--- src/rtl/spi_port_pkg.sv ---
package spi_port_pkg;

  typedef enum logic [1:0] {
    RATE_SLOW_A = 2'd0,
    RATE_SLOW_B = 2'd1,
    RATE_SLOW_C = 2'd2,
    RATE_EXT    = 2'd3
  } rate_e;

endpackage

--- src/rtl/spi_pin_sync.sv ---
module spi_pin_sync #(
  parameter int          W       = 3,
  parameter int          STAGES  = 2,
  parameter logic [W-1:0] RST_VAL = '0
) (
  input  logic         clk,
  input  logic         rst,
  input  logic [W-1:0] d,
  output logic [W-1:0] q
);

  logic [STAGES-1:0][W-1:0] chain;

  generate
    if (STAGES == 1) begin : g_single
      always_ff @(posedge clk) begin
        if (rst) chain[0] <= RST_VAL;
        else     chain[0] <= d;
      end
    end else begin : g_multi
      always_ff @(posedge clk) begin
        if (rst) chain <= {STAGES{RST_VAL}};
        else     chain <= {chain[STAGES-2:0], d};
      end
    end
  endgenerate

  assign q = chain[STAGES-1];

endmodule

--- src/rtl/spi_rate_gen.sv ---
module spi_rate_gen
  import spi_port_pkg::*;
#(
  parameter int DIV_A = 4,
  parameter int DIV_B = 16,
  parameter int DIV_C = 64
) (
  input  logic  clk,
  input  logic  rst,
  input  logic  run,
  input  rate_e sel,
  input  logic  ext_tick,
  output logic  tick
);

  localparam int CW = $clog2(DIV_C / 2) + 1;

  logic [CW-1:0] cnt;
  logic [CW-1:0] half_m1;

  always_comb begin
    case (sel)
      RATE_SLOW_A: half_m1 = CW'(DIV_A / 2 - 1);
      RATE_SLOW_B: half_m1 = CW'(DIV_B / 2 - 1);
      RATE_SLOW_C: half_m1 = CW'(DIV_C / 2 - 1);
      default:     half_m1 = '0;
    endcase
    tick = run && ((sel == RATE_EXT) ? ext_tick : (cnt == half_m1));
  end

  always_ff @(posedge clk) begin
    if (rst || !run || tick) cnt <= '0;
    else                     cnt <= cnt + 1'b1;
  end

endmodule

--- src/rtl/spi_shift_engine.sv ---
module spi_shift_engine #(
  parameter int W = 8
) (
  input  logic         clk,
  input  logic         rst,
  input  logic         en,
  input  logic         master,
  input  logic         cpol,
  input  logic         cpha,
  input  logic         smp_end,
  input  logic         ss_enable,
  input  logic         tick_m,
  input  logic         load,
  input  logic [W-1:0] load_data,
  input  logic         sdi_raw,
  input  logic         sdi_s,
  input  logic         sck_s,
  input  logic         ss_s,
  output logic         busy,
  output logic         done,
  output logic         run,
  output logic         sck_q,
  output logic         sdo_q,
  output logic [W-1:0] rx_q
);

  localparam int EDGES = 2 * W;
  localparam int TW    = $clog2(EDGES + 1);

  logic [TW-1:0] t;
  logic [TW-1:0] last_t;
  logic          active;
  logic [W-1:0]  tx_sr;
  logic          sck_prev;
  logic          selected, ev, mid_smp, end_smp, smp, launch, in_bit, final_ev;

  always_comb begin
    selected = !ss_enable || !ss_s;
    if (master) ev = en && active && tick_m;
    else        ev = en && selected && (sck_s != sck_prev);
    last_t   = (master && smp_end && cpha) ? TW'(EDGES) : TW'(EDGES - 1);
    mid_smp  = (t < TW'(EDGES)) && (t[0] == cpha);
    end_smp  = (t != '0) && (t[0] == !cpha);
    smp      = (master && smp_end) ? end_smp : mid_smp;
    launch   = (t < TW'(EDGES)) && (t[0] == !cpha);
    in_bit   = master ? sdi_raw : sdi_s;
    final_ev = ev && (t == last_t);
  end

  always_ff @(posedge clk) begin
    done <= 1'b0;
    if (rst) begin
      active   <= 1'b0;
      t        <= '0;
      tx_sr    <= '0;
      rx_q     <= '0;
      sdo_q    <= 1'b0;
      sck_q    <= cpol;
      sck_prev <= 1'b0;
    end else begin
      sck_prev <= sck_s;
      if (ev) begin
        if (smp) rx_q <= {rx_q[W-2:0], in_bit};
        if (launch) begin
          sdo_q <= tx_sr[W-1];
          tx_sr <= {tx_sr[W-2:0], 1'b0};
        end
        if (master && (t < TW'(EDGES))) sck_q <= ~sck_q;
        if (final_ev) begin
          t      <= '0;
          active <= 1'b0;
          done   <= 1'b1;
        end else begin
          t <= t + 1'b1;
        end
      end else if (!active) begin
        sck_q <= cpol;
      end
      if (load) begin
        tx_sr <= cpha ? load_data : {load_data[W-2:0], 1'b0};
        sdo_q <= load_data[W-1];
        if (master && en) begin
          active <= 1'b1;
          t      <= '0;
        end
      end
      if (!en) begin
        active <= 1'b0;
        t      <= '0;
        sck_q  <= cpol;
      end else if (!master && !selected) begin
        t <= '0;
      end
    end
  end

  always_comb begin
    busy = master ? active : (t != '0);
    run  = active;
  end

endmodule

--- src/rtl/spi_port.sv ---
module spi_port
  import spi_port_pkg::*;
#(
  parameter int W           = 8,
  parameter int SYNC_STAGES = 2,
  parameter int DIV_A       = 4,
  parameter int DIV_B       = 16,
  parameter int DIV_C       = 64
) (
  input  logic         clk,
  input  logic         rst,
  input  logic         en,
  input  logic         master_mode,
  input  logic         cpol,
  input  logic         cpha,
  input  logic         smp_end,
  input  logic [1:0]   rate_sel,
  input  logic         ext_tick,
  input  logic         ss_enable,
  input  logic         host_wr,
  input  logic [W-1:0] host_wdata,
  input  logic         host_rd,
  input  logic         clr_wcol,
  input  logic         clr_ovf,
  input  logic         clr_irq,
  output logic [W-1:0] rx_data,
  output logic         buf_full,
  output logic         wcol,
  output logic         ovf,
  output logic         busy,
  output logic         irq,
  output logic         sck_o,
  output logic         sck_oe,
  input  logic         sck_i,
  output logic         sdo,
  output logic         sdo_oe,
  input  logic         sdi,
  input  logic         ss_n
);

  logic [2:0]   pins_s;
  logic         tick_m, run, done, busy_i, load, sck_q, sdo_q;
  logic [W-1:0] rx_shift;
  logic [W-1:0] rx_buf;
  logic         full_q, wcol_q, ovf_q, irq_q, sck_oe_q, sdo_oe_q;

  spi_pin_sync #(
    .W(3), .STAGES(SYNC_STAGES), .RST_VAL(3'b100)
  ) u_sync (
    .clk(clk), .rst(rst), .d({ss_n, sdi, sck_i}), .q(pins_s)
  );

  spi_rate_gen #(
    .DIV_A(DIV_A), .DIV_B(DIV_B), .DIV_C(DIV_C)
  ) u_rate (
    .clk(clk), .rst(rst), .run(run), .sel(rate_e'(rate_sel)),
    .ext_tick(ext_tick), .tick(tick_m)
  );

  assign load = host_wr && !busy_i;

  spi_shift_engine #(.W(W)) u_eng (
    .clk(clk), .rst(rst), .en(en), .master(master_mode), .cpol(cpol),
    .cpha(cpha), .smp_end(smp_end), .ss_enable(ss_enable), .tick_m(tick_m),
    .load(load), .load_data(host_wdata), .sdi_raw(sdi), .sdi_s(pins_s[1]),
    .sck_s(pins_s[0]), .ss_s(pins_s[2]), .busy(busy_i), .done(done),
    .run(run), .sck_q(sck_q), .sdo_q(sdo_q), .rx_q(rx_shift)
  );

  always_ff @(posedge clk) begin
    if (rst) begin
      rx_buf   <= '0;
      full_q   <= 1'b0;
      wcol_q   <= 1'b0;
      ovf_q    <= 1'b0;
      irq_q    <= 1'b0;
      sck_oe_q <= 1'b0;
      sdo_oe_q <= 1'b0;
    end else begin
      if (done) begin
        rx_buf <= rx_shift;
        full_q <= 1'b1;
      end else if (host_rd) begin
        full_q <= 1'b0;
      end
      if (done && full_q && !host_rd) ovf_q <= 1'b1;
      else if (clr_ovf)               ovf_q <= 1'b0;
      if (host_wr && busy_i) wcol_q <= 1'b1;
      else if (clr_wcol)     wcol_q <= 1'b0;
      if (done)         irq_q <= 1'b1;
      else if (clr_irq) irq_q <= 1'b0;
      sck_oe_q <= en && master_mode;
      sdo_oe_q <= en && (master_mode || !ss_enable || !ss_n);
    end
  end

  assign rx_data  = rx_buf;
  assign buf_full = full_q;
  assign wcol     = wcol_q;
  assign ovf      = ovf_q;
  assign irq      = irq_q;
  assign busy     = busy_i;
  assign sck_o    = sck_q;
  assign sck_oe   = sck_oe_q;
  assign sdo      = sdo_q;
  assign sdo_oe   = sdo_oe_q;

endmodule

--- config.mk ---
export PLATFORM = sky130hd
export DESIGN_NAME = spi_port
export DESIGN_NICKNAME = d
export VERILOG_FILES = /design/src/rtl/spi_port_pkg.sv /design/src/rtl/spi_pin_sync.sv /design/src/rtl/spi_rate_gen.sv /design/src/rtl/spi_shift_engine.sv /design/src/rtl/spi_port.sv
export SDC_FILE = /design/constraint.sdc
export NUM_CORES = 1
export LEC_CHECK = 0
export BUFFER_PORTS_ARGS = -buffer_cell sky130_fd_sc_hd__buf_2
export CAP_MARGIN = 30
export CORE_ASPECT_RATIO = 0.6
export CORE_MARGIN = 2
export CORE_UTILIZATION = 45
export DETAILED_ROUTE_END_ITERATION = 7
export HOLD_SLACK_MARGIN = 0.1
export PLACE_DENSITY = 0.67
export REMOVE_ABC_BUFFERS = 1
export SYNTH_ARGS = -nofsm -noshare
export SYNTH_HDL_FRONTEND = slang
export SYNTH_SLANG_ARGS = --single-unit
--- constraint.sdc ---
create_clock -name clk -period 2.9 [get_ports clk]
set_input_delay 0.58 -clock clk [delete_from_list [all_inputs] [get_ports clk]]
set_output_delay 0.58 -clock clk [all_outputs]
set_load 0.05 [all_outputs]
# Word level (Yosys, flattened, before mapping)
# Cells that the tools add are included.
totals:
  regBits: 52
  inputBits: 27
  out_inout_bits: 17
  word_cells: 117
classes:
  n_eq_ne: 10
  n_bitwise: 3
  magnitude_cmp: 1
  mux: 36
  add_sub_neg: 2
  reduce_logical: 47
ops:
  columns: ["operator", "count"]
  rows:
  - ["$mux 8", 4]
  - ["$mux 1", 26]
  - ["$mux 5", 5]
  - ["$logic_and 1x1->1", 19]
  - ["$pmux 5 s3", 1]
  - ["$reduce_bool 2->1", 6]
  - ["$logic_not 1->1", 9]
  - ["$ne 4x4->1 const B", 2]
  - ["$add 6x1->6 const B", 1]
  - ["$eq 6x5->1", 1]
  - ["$reduce_and 2->1", 3]
  - ["$add 5x1->5 const B", 1]
  - ["$eq 5x5->1", 1]
  - ["$logic_or 1x1->1", 5]
  - ["$lt 5x5->1 const B", 1]
  - ["$reduce_bool 5->1", 1]
  - ["$eq 2x2->1 const B", 2]
  - ["$reduce_or 2->1", 2]
  - ["$not 1->1", 3]
  - ["$reduce_or 3->1", 1]
  - ["$eq 1x1->1", 2]
  - ["$eq 2x1->1 const B", 1]
  - ["$logic_not 2->1", 1]
  - ["$ne 1x1->1", 1]

# Longest topological paths before layout
# Gate-level depths: netlist of run 1.
depth:
  ltp_word: 12
  mapped_depth: 8

# Hierarchy
# A second synthesis of run 1 with hierarchy kept.
unflattened:
  cells_unflattened: 257
  hier_area_um2: 2431.1
by_module_without_submodules:
  columns: ["module", "cells_each", "seq_area_each_um2", "area_per_inst_um2", "instances"]
  rows:
  - ["spi_shift_engine", 155, 530.5, 1388.8, 1]
  - ["spi_port", 47, 280.3, 494.2, 1]
  - ["spi_rate_gen", 40, 120.1, 367.9, 1]
  - ["spi_pin_sync", 15, 120.1, 180.2, 1]

# Least setup slack after synthesis of run 1
# Ideal clock, no wire load.
synth_timing:
  path_kind: "input-to-reg"
  startpoint: "in rate_sel[0]"
  endpoint: "reg u_eng.sck_q, data pin"
  slack_ns: 0.582
  arrival_ns: 2.042
  n_path_buf: 1
  cell_stages: 8
  t_required_ns: 2.624
  cell_sequence: "inv_1 ha_1 or3b_1 a21bo_1 o21a_1 clkbuf_1 o21ai_0 o31ai_1"
synth_via:
  elab_chain_cells: 10
  word_cells_on_any_way: 13
  classes_between: "eq/ne: 4; mux: 6; reduce/logical: 3"
synth_lines:
  columns: ["item", "line_no", "text"]
  rows:
  - ["from (decl)", "spi_port.sv:17", "input logic [1:0] rate_sel,"]
  - ["$eq 2x2->1 (tied with other cells)", "spi_rate_gen.sv:22", "case (sel)"]
  - ["$pmux 5 s3", "spi_rate_gen.sv:22", null]
  - ["$eq 6x5->1", "spi_rate_gen.sv:28", "tick = run && ((sel == RATE_EXT) ? ext_tick : (cnt == half_m1));"]
  - ["$mux 1 *", "spi_rate_gen.sv:28", null]
  - ["$logic_and 1x1->1 *", "spi_rate_gen.sv:28", null]
  - ["$logic_and 1x1->1 *", "spi_shift_engine.sv:39", "if (master) ev = en && active && tick_m;"]
  - ["$mux 1 *", "spi_shift_engine.sv:39", null]
  - ["$mux 1 *", "spi_shift_engine.sv:62", "if (ev) begin"]
  - ["$mux 1 *", "spi_shift_engine.sv:87", "if (!en) begin"]
  - ["$mux 1 *", "spi_shift_engine.sv:52", "if (rst) begin"]
  - ["to (signal assigned)", "spi_shift_engine.sv:58", "sck_q <= cpol;"]
  - ["to (signal assigned)", "spi_shift_engine.sv:68", "if (master && (t < TW'(EDGES))) sck_q <= ~sck_q;"]
  - ["to (signal assigned)", "spi_shift_engine.sv:90", "sck_q <= cpol;"]
  - ["to (decl)", "spi_shift_engine.sv:22", "output logic sck_q,"]
# Mark *: on every way between the ends. The rest lies on a longest branch, timed or not.
# A chain may end at the register's enable or synchronous reset.

# Worst setup path in the final report of run 1
layout_timing:
  startpoint: "reg u_eng.t[0]"
  endpoint: "out busy"
layout_via:
  elab_chain_cells: 2
layout_lines:
  columns: ["item", "line_no", "text"]
  rows:
  - ["from (decl)", "spi_shift_engine.sv:30", "logic [TW-1:0] t;"]
  - ["from (signal assigned)", "spi_shift_engine.sv:74", "t <= t + 1'b1;"]
  - ["$reduce_bool 5->1", "spi_shift_engine.sv:98", "busy = master ? active : (t != '0);"]
  - ["$mux 1", "spi_shift_engine.sv:98", null]
  - ["to (decl)", "spi_port.sv:30", "output logic busy,"]
# Every way passes these cells.

==> results.md, run 1 <==
- Critical-path cell list: inv_1 > ha_1 > or4b_4 > mux2i_4 > inv_4 > buf_2
- First-pass GRT wire length: 8.355 mm
- Initial core utilization: 47.20%
- Residual DRC: 0
- Flop2flop setup slack: 0.60 ns
- Yosys warns: 0
- Final ANT Viol Nets: 0
- Post-synth EDFFs: 1
- CTS Buffer Depth: 2
- Worst Tran Pin Value: 0.6373 ns
- Final setup skew: 0.008503 ns
- Nets: 332
- Postcts setup bufs: 0
- Fin. Hold Viols: 0
- 1st-iter DRT viols: 64
- I/O Buffers: 43
- Crit Path Category: register to primary output
- CORE AREA: 5130 um^2
- Worst EP arrival: 2.09 ns
- Post-DP HPWL: 3.584 mm
- Post-route clock period utilization: 91.90%
- Die width: 98.70 um
- Mapped Cells: 260
- CP Capture Type: primary output
- Clock sinks: 52
- Slew Viols, Final: 0
- Most frequent cells in the layout: dfxtp_1, buf_2, a21oi_1
- Hold_sp: u_sync.chain[2]
- CTS-repair resized insts: 0
- Max Freq: 0.3752 GHz
- Vias in the first global route: 1,752
- Slowest CP cell: or4b_4
- Std-Cell Rows: 20
- Fillers: 482
- Initial antenna violation count: 0
- Worst Path Buf+Inv: 3
- Vias/cell: 5.300
- Syn Area/Cell: 9.312 um^2
- Reg2reg start: u_eng.t[0]
- Die Y: 60.82 um
- Final wirelength: 4.960 mm
- Req. time, crit path: 2.32 ns
- Grt ovf: 0
- Top delay family on crit path: simple AND/OR/NAND/NOR gates
- Power per Cell Area: 461.7 nW/um^2
- Routed length per placed instance: 13.51 um
- Via Count: 1,945
- DR pass1 iterations: 4
- Outcome: finished, final reports clean
- Gr usage total: 17.66%
- TritonCTS clock tree: yes
- Sequential share of the synthesized area: 43.41%
- Area grow syn2layout: 14.57%
- Hold path depth: 1
- Largest net degree at the start of global routing: 31
- TNS Setup: 0 ns
- GP Congestion: 0.8341
- Rel. slew slack: 57.26%
- Most common cell after layout, fill and taps aside: dfxtp_1
- Synth async-reset ratio: 0%
- Register bit total from synthesis: 52
- RSZ-0062 raised after global routing: false
- Yosys cell types: 49
- Reg-to-reg endpoint: u_eng.sdo_q
- CTS H-tree depth: 2
- CTS Buf Count: 5
- Clk_lat worst skew: 0.30 ns
- Crit-path max cell delay: 0.48 ns
- Leakage power total: 1.106 nW
- Post-layout util: 54.07%
- Max-cap violations: 0
- Hold Path Class: register to register
- Top-level I/O count: 44
- Hold buffers post-CTS: 0
- Root buf cell: clkbuf_8
- Worst-path clk slew: 0.09 ns
- Total die area: 6002 um^2
- Setup Viol. Count Final: 0
- Most used DFF post-synth: dfxtp_1
- Startpoint Class: register
- Layout cell share with drive strength beyond 1: 21.93%
- # diodes: 0
- Mapped cell area: 2421 um^2
- WHS Endpoint: u_sync.q[2]
- Fin crit period: 2.665 ns
- CP Max Fanout: 9
- Peak VDD IR: 0.0002249 V
- Worst reg2reg path depth: 8
[worst max path at each step]
stage / end / start / cells after the start
2_1_floorplan: u_eng.sdo_q / rate_sel[0] / 7
3_3_place_gp: u_eng.t[3] / rate_sel[0] / 8
3_5_place_dp: u_eng.t[3] / rate_sel[0] / 8
4_1_cts: busy / u_eng.t[0] / 6
5_1_grt: busy / u_eng.t[0] / 6
6_report: busy / u_eng.t[0] / 6
[stage by stage]
step | area, um^2 | hold slack [ns] | power (mW) | std cells | worst slack [ns]
floorplan | 2372 | 0.3895 | 0.8339 | 248 | 0.3627
global placement | 2685 | 0.3914 | 0.8863 | 359 | 0.4539
detailed placement | 2685 | 0.4155 | 0.8886 | 359 | 0.3722
CTS | 2774 | 0.4354 | 1.291 | 367 | 0.2069
global route | 2774 | 0.4448 | 1.343 | 367 | 0.09434
finish | 2774 | 0.4392 | 1.281 | 367 | 0.2348
[cells in the mapped netlist, drive strengths merged (2+ instances only)]
cell type  number  area (um^2)
and3            4        25.02
or3             2        12.51
o31ai           2        20.02
and2            2        12.51
a211o           7        63.81
xor2            4        42.55
nor2b          11        68.82
buf             4        18.76
clkbuf          8        30.03
xnor2           2        17.52
o21ai          14        73.82
nor2           24        106.4
a311o           2        21.27
nand2b          8        50.05
nand3          16        80.08
a311oi          2        17.52
a21oi          29        145.1
mux2i          24        252.7
nor4            2        12.51
a31oi           2        27.53
or4b            2        23.77
inv             9        36.29
ha              5        62.56
nor3            3        15.01
dfxtp          51         1021
nand2           8        30.03
or2             2        12.51
[cells by family (layout without fill, tap and decap cells)]
kind of cell | Yosys count | count (layout) | share of synthesized area (%)
flip-flops | 52 | 52 | 43.41
AND/OR/NAND/NOR | 88 | 88 | 19.95
multiplexers | 25 | 25 | 11.06
adder cells (fa/ha/maj) | 5 | 5 | 2.584
buffers and inverters | 21 | 62 | 3.514
AO/OA/AOI/OAI | 63 | 63 | 17.00
XOR/XNOR | 6 | 6 | 2.481
[final cells by class]
type                    instances  area, um^2  area share (%)
multi-input cells             187        1285           46.32
clock inverters                 2       16.27          0.5864
clock buffers                   6       72.57           2.616
well taps                      66       82.58           2.977
repair buffers                 45       230.2           8.300
inverters                       9       36.28           1.308
flip-flops and latches         52        1051           37.89
[layer usage]
layer | global-route usage [%] | vias to the layer above | wire length (um)
met4 | 5.871 | 0 | 46
li1 | - | 1006 | -
met5 | 0 | - | 0
met3 | 3.917 | 5 | 349
met1 | 26.17 | 878 | 2605
met2 | 25.66 | 56 | 1958
[worst register-to-register path: cells and delay by family, from the launching register on]
family	cells	cell delay, ns
simple gates	2	0.67
buf+inv	2	0.19
flops	1	0.39
compound gates	1	0.11
mux	2	0.69
fa+ha+maj	1	0.14
[sequential cells by signal, indices dropped and copies added (netlist names)]
name	cells
rx_data	8
u_eng.rx_q	8
u_eng.tx_sr	8
u_rate.cnt	6
u_eng.t	5
u_sync.chain	3
u_sync.q	3
buf_full	1
irq	1
ovf	1
sck_oe	1
sdo_oe	1
u_eng.done	1
u_eng.run	1
u_eng.sck_prev	1
u_eng.sck_q	1
u_eng.sdo_q	1
wcol	1
[where the power goes]
group | leakage [nW] | switching [mW] | internal [mW]
clock network | 0.0414 | 0.237 | 0.172
logic | 0.640 | 0.0777 | 0.0551
registers | 0.425 | 0.00754 | 0.732
Power figures use the tool's default switching activity.
==> run 2: changes to the inputs <==
--- a/config.mk
+++ b/config.mk
@@ -5,14 +5,14 @@
 export SDC_FILE = /design/constraint.sdc
 export NUM_CORES = 1
 export LEC_CHECK = 0
+export ABC_AREA = 1
 export BUFFER_PORTS_ARGS = -buffer_cell sky130_fd_sc_hd__buf_2
 export CAP_MARGIN = 30
 export CORE_ASPECT_RATIO = 0.6
 export CORE_MARGIN = 2
-export CORE_UTILIZATION = 45
+export CORE_UTILIZATION = 25
 export DETAILED_ROUTE_END_ITERATION = 7
 export HOLD_SLACK_MARGIN = 0.1
-export PLACE_DENSITY = 0.67
 export REMOVE_ABC_BUFFERS = 1
 export SYNTH_ARGS = -nofsm -noshare
 export SYNTH_HDL_FRONTEND = slang
==> results.md, run 2 <==
- Outcome: finished, final reports clean
- CTS Buf Count: 5 (unchanged)
- Most common cell after layout, fill and taps aside: nand2_1
- Final setup skew: 0.008944 ns (+0.0004418 ns)
- TritonCTS clock tree: yes
- Synth top cells by count: nand2_1, nor2_1, dfxtp_1, inv_1, nand3_1
- Std-Cell Rows: 28 (+40%)
- CP Max Fanout: 10 (+1)
- Total die area: 10,720 um^2 (+79%)
- Vias in the first global route: 2,073 (+18%)
- Layout cell share with drive strength beyond 1: 18.23% (-3.7 points)
- GP Congestion: 0.8735 (+4.7%)
- Wire length on met3: 325 um (-6.9%)
- Final ANT Viol Nets: 0 (unchanged)
- Yosys top cell by area: dfxtp_1
- Adder-Cell Fraction of Synth Area: 2.533% (-0.051 points)
- Die width: 132.3 um (+34%)
- Register bit total from synthesis: 52 (unchanged)
- Most frequent cells in the layout: nand2_1, nor2_1, dfxtp_1
- Slew Viols, Final: 0 (unchanged)
- Worst Tran Pin Value: 0.6598 ns (+0.02255 ns)
- CTS H-tree depth: 2 (unchanged)
- Initial core utilization: 25.36% (-22 points)
- Max-cap violations: 0 (unchanged)
- Yosys top cell area share: 41.34% (-0.83 points)
- 1st-iter DRT viols: 166 (+160%)
- Vias/cell: 4.254 (-20%)
- Post-synthesis xor/xnor area fraction: 1.722% (-0.76 points)
- Most used DFF post-synth: dfxtp_1
- Top-level I/O count: 44 (unchanged)
- Fin crit period: 2.269 ns (-0.3965 ns)
- Post-DP HPWL: 4.105 mm (+15%)
- Root buf cell: clkbuf_16
- Post-Synth Simple-Gate Area: 35.06% (+15 points)
- Flop2flop setup slack: 0.83 ns (+0.23 ns)
- Via Count: 2,208 (+14%)
- Peak VDD IR: 0.0002064 V (-8.2%)
- Post-synth EDFFs: 1 (unchanged)
- Residual DRC: 0 (unchanged)
- Initial antenna violation count: 0 (unchanged)
- Grt ovf: 0 (unchanged)
- Req. time, crit path: 2.32 ns (about the same)
- Hold Path Class: register to register
- Clk_lat worst skew: 0.29 ns (about the same)
- Gr usage total: 11.13% (-6.5 points)
- Max Freq: 0.4408 GHz (+17%)
- Yosys cell types: 36 (-27%)
- Synth async-reset ratio: 0% (unchanged)
- Worst reg2reg path depth: 9 (+1)
- Largest net degree at the start of global routing: 25 (-19%)
- Mapped Cells: 343 (+32%)
- Fin. Hold Viols: 0 (unchanged)
- Setup Viol. Count Final: 0 (unchanged)
- Syn Area/Cell: 7.201 um^2 (-23%)
- Multiplexer share of the synthesized area: 0% (-11 points)
- # diodes: 0 (unchanged)
- RSZ-0062 raised after global routing: false
- Sequential share of the synthesized area: 42.55% (-0.86 points)
- Leakage power total: 1.403 nW (+27%)
- Count leader, synth: nand2_1
- CTS Buffer Depth: 2 (unchanged)
- WL met2: 2.267 mm (+16%)
- Largest family of logic cells by synthesized area: simple AND/OR/NAND/NOR gates
- Postcts setup bufs: 0 (unchanged)
- Top cells by area, synth: dfxtp_1, nand2_1, nor2_1, inv_1, nand3_1
- Worst-path clk slew: 0.07 ns (-0.02 ns)
- I/O Buffers: 43 (unchanged)
- Post-synthesis compound-gate area fraction: 10.59% (-6.4 points)
- Die Y: 80.99 um (+33%)
- Worst EP arrival: 1.69 ns (-0.40 ns)
- Mapped cell area: 2470 um^2 (+2.0%)
- Nets: 415 (+25%)
- CP Capture Type: primary output
- First-pass GRT wire length: 9.570 mm (+15%)
- Area grow syn2layout: 19.10%
- Routed length per placed instance: 10.72 um (-21%)
- Fin cells: 519 (+41%)
- Dpl cells: 511 (+42%)
- Crit Path Category: register to primary output
- CORE AREA: 9739 um^2 (+90%)
- Rel. slew slack: 55.96% (-1.3 points)
- TNS Setup: 0 ns (unchanged)
- Hold path depth: 2 (+1)
- Startpoint Class: register
- CTS-repair resized insts: 0 (unchanged)
- Clock sinks: 52 (unchanged)
- DR pass1 iterations: 4 (unchanged)
- Wl on met1: 2.947 mm (+13%)
- Uppermost layer routed: met4
- Power per Cell Area: 508.7 nW/um^2 (+10%)
- Hold buffers post-CTS: 0 (unchanged)
- Yosys warns: 0 (unchanged)
- Final wirelength: 5.564 mm (+12%)
- Post-route clock period utilization: 78.23% (-14 points)
==> run 2: changes by cell type after synthesis, moves of 11 or more <==
cell | before | now
nand2_1 | 8 | 82
nor2_1 | 23 | 68
inv_1 | 8 | 31
mux2i_1 | 23 | 0
a21oi_1 | 29 | 13
nor2b_1 | 11 | 0
==> run 2: worst max-delay path, cell delays in order, from the launching register on <==
cell	delay, ns
dfxtp_1	0.37
inv_1	0.12
ha_1	0.18
nand3_2	0.11
o21ai_4	0.31
inv_1	0.09
buf_2	0.22
==> run 2: power by group <==
group	internal, mW	switching [mW]
clock	0.322	0.265
sequential	0.736	0.00968
combinational	0.0578	0.106
total	1.11	0.381
==> run 2: metrics by stage <==
step / hold slack (ns) / instance area, um^2 / worst slack [ns] / utilization (%) / total power, mW
after floorplan: 0.3883 / 2411 / 0.8686 / - / 0.8676
after global placement: 0.3883 / 2795 / 0.6527 / 28.70 / 0.9239
after detailed placement: 0.3927 / 2795 / 0.5897 / 28.70 / 0.9250
after CTS: 0.4026 / 2942 / 0.6130 / 30.20 / 1.518
after global routing: 0.4153 / 2942 / 0.5036 / 30.20 / 1.573
final: 0.4015 / 2942 / 0.6314 / 30.20 / 1.496
==> run 2: area by class of cell <==
class                           instances  area (um^2)
Fill cell                            1093         6798
Multi-Input combinational cell        247         1232
Sequential cell                        52         1051
Timing Repair Buffer                   43        215.2
Tap cell                              135        168.9
Inverter                               34        127.6
Clock buffer                            5        125.1
Clock inverter                          3        21.27
==> run 2: cells by family after synthesis <==
kind of cell,Yosys count
xor+xnor,4
buf+inv,44
fa+ha+maj,5
flops,52
compound gates,40
simple gates,198
==> run 2: worst paths after layout <==
check,startpoint,to
worst max-delay path,u_eng.t[0],busy
worst min-delay path,u_sync.chain[1],u_sync.q[1]
worst max register to register,u_eng.t[0],u_eng.tx_sr[7]
worst min register to register,u_sync.chain[1],u_sync.q[1]
==> run 2: per-layer routing <==
metal	track usage, %	vias to the layer above
met4	2.581	0
met1	15.27	992
li1	-	1162
met3	3.308	3
met2	17.31	51
met5	0	-
==> run 3: changes to the inputs <==
==> constraint.sdc (replaced) <==
create_clock -name clk -period 2.28 [get_ports clk]
set_input_delay 0.456 -clock clk [delete_from_list [all_inputs] [get_ports clk]]
set_output_delay 0.456 -clock clk [all_outputs]
set_load 0.05 [all_outputs]
==> results.md, run 3 (synthesis gave the netlist of run 2 again) <==
- Outcome: finished, final reports clean
- Final setup skew: 0.002296 ns (-0.006649 ns)
- Post-route clock period utilization: 91.68%
- Clock sinks: 52 (unchanged)
- Hold buffers post-CTS: 0 (unchanged)
- Req. time, crit path: 1.82 ns (-0.50 ns)
- Worst-path clk slew: 0.07 ns (about the same)
- Postcts setup bufs: 0 (unchanged)
- # diodes: 0 (unchanged)
- Residual DRC: 0 (unchanged)
- Std-Cell Rows: 28 (unchanged)
- First-pass GRT wire length: 9.446 mm (-1.3%)
- Fillers: 1,103 (+0.91%)
- Worst reg2reg path depth: 10 (+1)
- TritonCTS clock tree: yes
- Clk_lat worst skew: 0.29 ns (about the same)
- 1st-iter DRT viols: 218 (+31%)
- RSZ-0062 raised after global routing: false
- Grt ovf: 0 (unchanged)
- Slew Viols, Final: 0 (unchanged)
- Fin cells: 523 (+0.77%)
- Most frequent cells in the layout: nand2_1, nor2_1, dfxtp_1
- Max-cap violations: 0 (unchanged)
- Vias/cell: 4.201 (-1.3%)
- Initial antenna violation count: 0 (unchanged)
- Hold Worst Slack: 0.3667 ns (-0.03488 ns)
- DR pass1 iterations: 4 (unchanged)
- Power per Cell Area: 662.5 nW/um^2 (+30%)
- Flop2flop setup slack: 0.23 ns (-0.60 ns)
- Worst Tran Pin Value: 0.6292 ns (-0.03059 ns)
- Layout cell share with drive strength beyond 1: 19.07% (+0.84 points)
- Leakage power total: 1.436 nW (+2.4%)
- Routed length per placed instance: 10.89 um (+1.5%)
- CORE AREA: 9739 um^2 (unchanged)
- Worst setup startpoint: u_eng.t[0]
- Total power: 1.990 mW (+33%)
- Die width: 132.3 um (unchanged)
- Area grow syn2layout: 21.63%
- Nets: 419 (+0.96%)
- Rel. slew slack: 57.77% (+1.8 points)
- Crit Path Category: register to primary output
- Max Freq: 0.4784 GHz
- Startpoint Class: register
- Hold_sp: sck_i
- CTS Buf Count: 5 (unchanged)
- I/O Buffers: 43 (unchanged)
- Crit path to: busy
- GP Congestion: 0.8700 (-0.40%)
- TNS Setup: 0 ns (unchanged)
- CTS Buffer Depth: 2 (unchanged)
- Fin crit period: 2.090 ns
- Top-level I/O count: 44 (unchanged)
- Hold Path Class: input port to register
- Gr usage total: 11.00% (-0.13 points)
- Die Y: 80.99 um (unchanged)
- Final wirelength: 5.693 mm (+2.3%)
- Peak VDD IR: 0.0003220 V (+56%)
- Post-layout util: 30.85% (+0.64 points)
- Reg-to-reg endpoint: u_eng.tx_sr[7]
- Vias in the first global route: 1,964 (-5.3%)
- Post-DP HPWL: 4.148 mm (+1.0%)
- CTS-repair resized insts: 0 (unchanged)
- Hold path depth: 3 (+1)
- Reg2reg start: u_eng.t[0]
- Most common cell after layout, fill and taps aside: nand2_1
- Total die area: 10,720 um^2 (unchanged)
- Setup Viol. Count Final: 0 (unchanged)
- Via Count: 2,197 (-0.50%)
- Initial core utilization: 25.36% (unchanged)
- Worst EP arrival: 1.63 ns (-0.06 ns)
- CTS H-tree depth: 2 (unchanged)
- Dpl cells: 513 (+0.39%)
- Largest net degree at the start of global routing: 24 (-4.0%)
- CP Max Fanout: 5 (-5)
- CP Capture Type: primary output
- Fin. Hold Viols: 0 (unchanged)
- Final ANT Viol Nets: 0 (unchanged)
- Root buf cell: clkbuf_16
==> run 3: routing by layer <==
metal	vias to the layer above	GRT usage, %	part of all wire [%]
met5	-	0	0
met4	0	2.903	1.1
met3	8	2.996	6.5
met2	61	16.11	38
met1	960	15.85	54
li1	1168	-	-
==> run 3: worst max-delay path, stage by stage (launching register included) <==
cell,delay (ns)
dfxtp_1,0.47
inv_1,0.12
ha_1,0.22
nand3_2,0.11
o21ai_4,0.09
inv_1,0.07
buf_2,0.26
==> run 3: stage by stage <==
stage	cell area, um^2	setup slack (ns)
floorplan	2411	0.3726
CTS	2977	0.1088
global placement	2810	0.1550
detailed placement	2810	0.06946
global route	3004	0.1004
finish	3004	0.1898
==> run 3: worst min path at each step <==
stage | end | slack, ns
global placement | u_sync.q[1] | 0.39
floorplan | u_sync.q[0] | 0.39
detailed placement | u_sync.q[1] | 0.39
global route | u_sync.chain[2] | 0.38
finish | u_sync.chain[0] | 0.37
CTS | u_sync.chain[0] | 0.37
==> run 3: area by class of cell <==
| cell class | instances | area (um^2) | share of cell area [%] |
|---|---|---|---|
| tap | 135 | 168.9 | 5.623 |
| clock inverter | 2 | 16.27 | 0.5414 |
| sequential | 52 | 1051 | 34.99 |
| multi-input combinational | 247 | 1232 | 41.02 |
| inverter | 34 | 127.6 | 4.248 |
| timing repair buffer | 47 | 257.7 | 8.580 |
| clock buffer | 6 | 150.1 | 4.998 |
==> run 3: power breakdown <==
| part | internal, mW | total (mW) | switching [mW] |
|---|---|---|---|
| Sequential | 0.936 | 0.948 | 0.0121 |
| Combinational | 0.0796 | 0.217 | 0.138 |
| Clock | 0.478 | 0.825 | 0.348 |
